$ cat src/rtl/gpio_irq_pkg.sv
// Shared types for the pin controller: the mode codes, the stored
// configuration fields, and the packing of a configuration read word.
// Assumes a 32-bit register bus.
package gpio_irq_pkg;

    typedef enum logic [2:0] {
        MD_IN     = 3'd0,
        MD_OUT    = 3'd1,
        MD_LVL_HI = 3'd2,
        MD_LVL_LO = 3'd3,
        MD_RISE   = 3'd4,
        MD_FALL   = 3'd5,
        MD_BOTH   = 3'd6,
        MD_OFF    = 3'd7
    } pin_mode_e;

    typedef struct packed {
        logic [2:0] grp;
        logic       ien;
        logic [1:0] func;
        pin_mode_e  mode;
        logic       dout;
    } pin_cfg_t;

    // Build the word a configuration read returns.
    function automatic logic [31:0] pack_cfg(pin_cfg_t c, logic din);
        logic [31:0] w;
        w        = '0;
        w[0]     = din;
        w[3:1]   = c.mode;
        w[6:5]   = c.func;
        w[9]     = c.ien;
        w[18:16] = c.grp;
        return w;
    endfunction

endpackage

$ cat src/rtl/gpio_in_sync.sv
// Two-flop synchroniser for a vector of asynchronous pin inputs, plus one
// more register that holds the previous synchronised sample for edge
// detection. Assumes each bit is independent (no bus coherency needed).
module gpio_in_sync #(
    parameter int WIDTH = 64
) (
    input  logic             clk,
    input  logic             rst_n,
    input  logic [WIDTH-1:0] async_in,
    output logic [WIDTH-1:0] sync_now,
    output logic [WIDTH-1:0] sync_prev
);

    logic [WIDTH-1:0] meta_q;

    // Resolve metastability, then keep one older sample.
    always_ff @(posedge clk) begin
        if (!rst_n) begin
            meta_q    <= '0;
            sync_now  <= '0;
            sync_prev <= '0;
        end else begin
            meta_q    <= async_in;
            sync_now  <= meta_q;
            sync_prev <= sync_now;
        end
    end

endmodule

$ cat src/rtl/gpio_pin_slice.sv
// One pin: its configuration register, its event detector and its pending
// bit. Assumes the inputs are already synchronised. A new event wins over a
// clear in the same cycle.
module gpio_pin_slice
    import gpio_irq_pkg::*;
(
    input  logic     clk,
    input  logic     rst_n,
    input  logic     cfg_we,
    input  pin_cfg_t cfg_wval,
    input  logic     pend_clr,
    input  logic     in_now,
    input  logic     in_prev,
    output pin_cfg_t cfg_q,
    output logic     pend_q
);

    logic hit;

    // Hold the configuration written over the bus.
    always_ff @(posedge clk) begin
        if (!rst_n) cfg_q <= '0;
        else if (cfg_we) cfg_q <= cfg_wval;
    end

    // Decide whether the current sample pair is an event for this mode.
    always_comb begin
        unique case (cfg_q.mode)
            MD_LVL_HI: hit = in_now;
            MD_LVL_LO: hit = !in_now;
            MD_RISE:   hit = in_now && !in_prev;
            MD_FALL:   hit = !in_now && in_prev;
            MD_BOTH:   hit = in_now ^ in_prev;
            default:   hit = 1'b0;
        endcase
    end

    // Pending bit: set on a gated event, cleared by write-one.
    always_ff @(posedge clk) begin
        if (!rst_n) pend_q <= 1'b0;
        else if (hit && cfg_q.ien) pend_q <= 1'b1;
        else if (pend_clr) pend_q <= 1'b0;
    end

endmodule

$ cat src/rtl/gpio_irq_ctrl.sv
// Top of the pin controller: address decode, per-pin slices, read mux and
// the combined interrupt. Assumes the status region starts at 0x800 and is
// 512 bytes long, so group and word come straight from address bits 8:6
// and 5:2. NUM_PINS is limited to 512 so configuration words stay below it.
module gpio_irq_ctrl
    import gpio_irq_pkg::*;
#(
    parameter int NUM_PINS = 64,
    parameter int ADDR_W   = 12
) (
    input  logic                  clk,
    input  logic                  rst_n,
    input  logic                  bus_sel,
    input  logic                  bus_we,
    input  logic [ADDR_W-1:0]     bus_addr,
    input  logic [31:0]           bus_wdata,
    output logic [31:0]           bus_rdata,
    input  logic [NUM_PINS-1:0]   pad_in,
    output logic [NUM_PINS-1:0]   pad_out,
    output logic [NUM_PINS-1:0]   pad_oe,
    output logic [2*NUM_PINS-1:0] pin_func,
    output logic                  irq
);

    localparam int NUM_WORDS = (NUM_PINS + 31) / 32;
    localparam logic [ADDR_W-1:0] CFG_END   = ADDR_W'(NUM_PINS * 4);
    localparam logic [ADDR_W-1:0] STAT_BASE = ADDR_W'(12'h800);
    localparam logic [ADDR_W-1:0] STAT_END  = ADDR_W'(12'hA00);
    localparam logic [4:0]        WORDS5    = 5'(NUM_WORDS);

    logic [NUM_PINS-1:0] in_now, in_prev, pend, ien_vec;
    logic [NUM_PINS-1:0] cfg_we, pend_clr;
    pin_cfg_t            cfg_q [NUM_PINS];
    pin_cfg_t            cfg_wval;
    logic                aligned, cfg_hit, stat_hit, wr;
    logic [ADDR_W-3:0]   word_idx;
    logic [2:0]          st_grp;
    logic [3:0]          st_word;

    // Decode the offset into a configuration or status access.
    always_comb begin
        aligned  = (bus_addr[1:0] == 2'b00);
        word_idx = bus_addr[ADDR_W-1:2];
        st_grp   = bus_addr[8:6];
        st_word  = bus_addr[5:2];
        cfg_hit  = aligned && (bus_addr < CFG_END) && (bus_addr < STAT_BASE);
        stat_hit = aligned && (bus_addr >= STAT_BASE) && (bus_addr < STAT_END)
                   && ({1'b0, st_word} < WORDS5);
        wr       = bus_sel && bus_we;
        cfg_wval = '{grp:  bus_wdata[18:16],
                     ien:  bus_wdata[9],
                     func: bus_wdata[6:5],
                     mode: pin_mode_e'(bus_wdata[3:1]),
                     dout: bus_wdata[0]};
    end

    gpio_in_sync #(.WIDTH(NUM_PINS)) sync_i (
        .clk      (clk),
        .rst_n    (rst_n),
        .async_in (pad_in),
        .sync_now (in_now),
        .sync_prev(in_prev)
    );

    for (genvar p = 0; p < NUM_PINS; p++) begin : g_pin
        assign cfg_we[p]   = wr && cfg_hit && (word_idx == (ADDR_W-2)'(p));
        assign pend_clr[p] = wr && stat_hit && (st_grp == cfg_q[p].grp)
                             && (st_word == 4'(p / 32)) && bus_wdata[p % 32];

        gpio_pin_slice slice_i (
            .clk     (clk),
            .rst_n   (rst_n),
            .cfg_we  (cfg_we[p]),
            .cfg_wval(cfg_wval),
            .pend_clr(pend_clr[p]),
            .in_now  (in_now[p]),
            .in_prev (in_prev[p]),
            .cfg_q   (cfg_q[p]),
            .pend_q  (pend[p])
        );

        assign pad_out[p]        = cfg_q[p].dout;
        assign pad_oe[p]         = (cfg_q[p].mode == MD_OUT);
        assign pin_func[2*p +: 2] = cfg_q[p].func;
        assign ien_vec[p]        = cfg_q[p].ien;
    end

    // Return the addressed configuration or status word, else zero.
    always_comb begin
        bus_rdata = '0;
        if (bus_sel && cfg_hit) begin
            for (int p = 0; p < NUM_PINS; p++) begin
                if (word_idx == (ADDR_W-2)'(p)) bus_rdata = pack_cfg(cfg_q[p], in_now[p]);
            end
        end else if (bus_sel && stat_hit) begin
            for (int p = 0; p < NUM_PINS; p++) begin
                if ((st_word == 4'(p / 32)) && (st_grp == cfg_q[p].grp))
                    bus_rdata[p % 32] = pend[p];
            end
        end
    end

    assign irq = |pend;

endmodule

$ cat config.mk
export PLATFORM = sky130hd
export DESIGN_NAME = gpio_irq_ctrl
export DESIGN_NICKNAME = d
export VERILOG_FILES = /design/src/rtl/gpio_irq_pkg.sv /design/src/rtl/gpio_in_sync.sv /design/src/rtl/gpio_pin_slice.sv /design/src/rtl/gpio_irq_ctrl.sv
export SDC_FILE = /design/constraint.sdc
export NUM_CORES = 2
export LEC_CHECK = 0
export BUFFER_PORTS_ARGS = -buffer_cell sky130_fd_sc_hd__buf_4
export CORE_MARGIN = 1.5
export CORE_UTILIZATION = 55
export CTS_CLUSTER_SIZE = 30
export DETAILED_ROUTE_END_ITERATION = 8
export PLACE_DENSITY = 0.77
export SLEW_MARGIN = 20
export SYNTH_ARGS = -nofsm -noshare
export SYNTH_HDL_FRONTEND = slang
export SYNTH_SLANG_ARGS = --single-unit
export TNS_END_PERCENT = 1
$ cat constraint.sdc
create_clock -name clk -period 2.2 [get_ports clk]
set_input_delay 0.11 -clock clk [delete_from_list [all_inputs] [get_ports clk]]
set_output_delay 0.11 -clock clk [all_outputs]
set_load 0.05 [all_outputs]
==> impl_results.md <==
- Net count after synthesis: 5910
- Synth Area in Simple Gates: 21.59%
- WP data arrival: 3.13 ns
- Die height: 298.6 µm
- Pwr/cell area: 566.2 nW/µm²
- Min Tclk post-route: 3.240 ns
- Skew final: 0.02352 ns
- Clk Latency, worst-skew pair: 0.73 ns
- Post-route ant nets: 0
- Clock sink count: 896
- Placed Cells: 7827
- CP Launch Type: register
- Worst slew pin tran: 0.8571 ns
- Fin. max-slew vios: 0
- Number of synthesized flops with an enable pin: 0
- Crit end category: output pin
- Layout filler cell count: 5747
- Initial Util: 55.49%
- IO buf count: 400
- Post-synthesis adder-cell area fraction: 3.332%
- Postcts setup bufs: 0
- Uppermost routed layer: met5
- Final Setup Violations: 40
- Number of global-route vias before repair: 50737
- Vias per cell: 6.491
- Slew HR: 42.14%
- CTS tree: yes
- Die width: 298.6 µm
- RSZ-0062 raised after global routing: yes
- Mapped cell area: 48070 µm²
- Hpwl dp: 176.3 mm
- Ranking of synthesized cells by area: dfxtp_1 (37%), nand2_1 (6.6%), mux2i_1 (6.4%)
- Mapped Cells: 5670
- Tot GR Track Use: 53.42%
- Total Routed Length: 246.9 mm
- Multi-input logic area: 27470 µm²
- Synth Flop Type: dfxtp_1
- Fmax: 308.7 MHz
- WL/cell: 30.46 µm
- Row cnt: 108
- Grt ovf: 0
- Pre-CTS setup slack: -1.176 ns
- Post-Route M1 WL: 90.87 mm
- DR vias: 52620
- Failing checks: negative setup slack
- Yosys warning count: 0
- CTS root buf: clkbuf_16
- Layout net count: 7107
- Largest net degree at the start of global routing: 83
- Global-route wire length before repair: 351.0 mm
- Final setup margin: -1.040 ns
- CP Max Fanout: 2
- Hold Crit Class: in -> reg
- Async S/R FF share, synth: 0%
- IR drop worst, VDD: 0.8795 mV
- Max Cap Viol: 0
- Worst Hold Slack: 0.1443 ns
- Sequential cell area: 17950 µm²
- Post-Synth XOR/XNOR Area: 3.517%
- # IOs: 401
- Most common cell in the netlist: dfxtp_1
- Count of state elements after synthesis: 896
- Main combinational cell family by area after synthesis: simple AND/OR/NAND/NOR gates
- Area grow syn2layout: 34.93%
- Placed cell areas: 59690 µm²
- Static Leak: 25.43 nW
- Post-route cell area: 64860 µm²
- Routability cong.: 1.083
- Share of cells above drive strength 1: 28.52%
- Maximum clock insertion buffer count: 3
- Post-synth top area share: 37.32%
- Seq/Total Area, Yosys: 37.32%
- DRC: 0
- Full die area: 89180 µm²
- Total power draw: 36.72 mW
- First-iteration detailed-routing DRC count: 8082
- Non-filler instance count after layout: 8106
- Compound-Gate Fraction of Synth Area: 18.81%
- Synth unique cells: 91
- Clk slew on worst S/H paths: 0.06 ns
- Mux contribution to synthesized area: 8.007%
- Initial antenna violation count: 15
- CTS Buf Count: 95
- Final Hold Fails: 0
- CORE AREA: 86620 µm²
- Synth Area per Inst: 8.477 µm²
- Leading area contributor after synthesis: dfxtp_1
- Top cells by count, synth: dfxtp_1 (896), nand2_1 (843), a21boi_0 (381)
- Met2 wire len: 100.4 mm
- Period utilization: 147.3%
- Outcome: finished with violations
- Met3 WL: 33.30 mm
- H-tree depth: 3
- Crit Path Category: reg -> out
- DR pass1 iterations: 8
- Critical Path RT: 2.09 ns
==> routing by layer <==
metal  vias to the layer above  global-route usage (%)
met1                     24965                   67.97
met5                         -                   1.217
met4                        26                   37.95
met3                      1212                   15.24
met2                      4449                   77.44
li1                      21968                       -
==> cell type report <==
| class | count | area share (%) |
|---|---|---|
| Antenna cell | 4 | 0.01543 |
| Clock buffer | 133 | 4.242 |
| Clock inverter | 44 | 0.7871 |
| Inverter | 145 | 0.8392 |
| Multi-Input combinational cell | 4062 | 42.36 |
| Sequential cell | 896 | 27.67 |
| Tap cell | 1155 | 2.228 |
| Timing Repair Buffer | 1667 | 21.86 |
==> repair_timing <==
action | in CTS | in global routing
pin swaps | 24 | 17
endpoints found under the hold margin | 270 | 0
gates resized for setup | 125 | 53
setup endpoints to repair | 33 | 35
hold buffers | 99 | 0
==> logic make-up (layout without fill, tap and decap cells) <==
family                   count (synthesis)  in the layout
XOR/XNOR                               193            193
multiplexers                           363            363
flip-flops                             896            896
AND/OR/NAND/NOR                       2065           2065
buffers and inverters                  712           1989
other                                    0              4
AO/OA/AOI/OAI                         1313           1313
adder cells (fa/ha/maj)                128            128
==> registers in the layout, summed over array words and instances (netlist names) <==
name                  flops
g_pin.slice_i.cfg_q     640
g_pin.slice_i.pend_q     64
sync_i.meta_q            64
sync_i.sync_now          64
sync_i.sync_prev         64
==> power breakdown <==
part,total (mW),internal [mW],switching (mW)
Clock,17.2,9.73,7.45
Sequential,16.5,16.4,0.0985
Combinational,3.09,1.23,1.86
Total,36.7,27.3,9.41
==> final timing paths <==
path                                                        startpoint  slack, ns  depth (start not counted)                                     to
worst max register to register          sync_i.sync_now[48]$_SDFF_PN0_       0.23                          8  g_pin[48].slice_i.pend_q$_SDFFE_PN0P_
worst min-delay path                                        pad_in[10]       0.14                          3           sync_i.meta_q[10]$_SDFF_PN0_
worst max-delay path            g_pin[2].slice_i.cfg_q[3]$_SDFFE_PN0P_      -1.04                          9                           bus_rdata[3]
worst min register to register            sync_i.meta_q[35]$_SDFF_PN0_       0.43                          1         sync_i.sync_now[35]$_SDFF_PN0_
==> per-stage QoR <==
| step | TNS [ns] | utilization (%) |
|---|---|---|
| 2_1_floorplan | -6.509 | - |
| 3_3_place_gp | -239.35 | 68.91 |
| 3_5_place_dp | -239.83 | 68.92 |
| 4_1_cts | -15.56 | 74.56 |
| 5_1_grt | -17.80 | 74.87 |
| 6_report | -17.78 | 74.88 |
==> critical path, stage by stage, from the launching register on <==
cell,delay (ns)
dfxtp_2,0.35
mux4_2,0.31
nand2_2,0.09
a221oi_4,0.38
a211oi_2,0.06
o211ai_1,0.36
buf_4,0.19
nand3_4,0.09
a211oi_4,0.34
buf_6,0.21
==> cell usage in the layout, fill, tap and decap left out, types with 18 or more instances in the layout <==
| master | count |
|---|---|
| nand2_1 | 841 |
| nand3_1 | 159 |
| nor3_2 | 22 |
| a21boi_0 | 381 |
| nor2_4 | 23 |
| and2_1 | 203 |
| buf_4 | 1431 |
| a221oi_1 | 21 |
| dfxtp_1 | 888 |
| nor2b_1 | 322 |
| buf_6 | 32 |
| o221ai_1 | 40 |
| o21ai_0 | 286 |
| clkinv_2 | 21 |
| a211oi_1 | 23 |
| clkbuf_8 | 21 |
| ha_1 | 128 |
| clkbuf_16 | 96 |
| inv_1 | 144 |
| nor3_1 | 47 |
| o211ai_1 | 23 |
| mux2_2 | 42 |
| a32oi_1 | 19 |
| nor3b_1 | 57 |
| buf_12 | 101 |
| o22ai_1 | 77 |
| mux2i_1 | 306 |
| dlygate4sd3_1 | 99 |
| nor4_2 | 21 |
| a22oi_1 | 51 |
| o311a_1 | 18 |
| nor2_1 | 205 |
| a21oi_1 | 135 |
| xor2_1 | 179 |
| a31oi_1 | 18 |
| nor4_1 | 50 |
(Power assumes the default switching activity.)
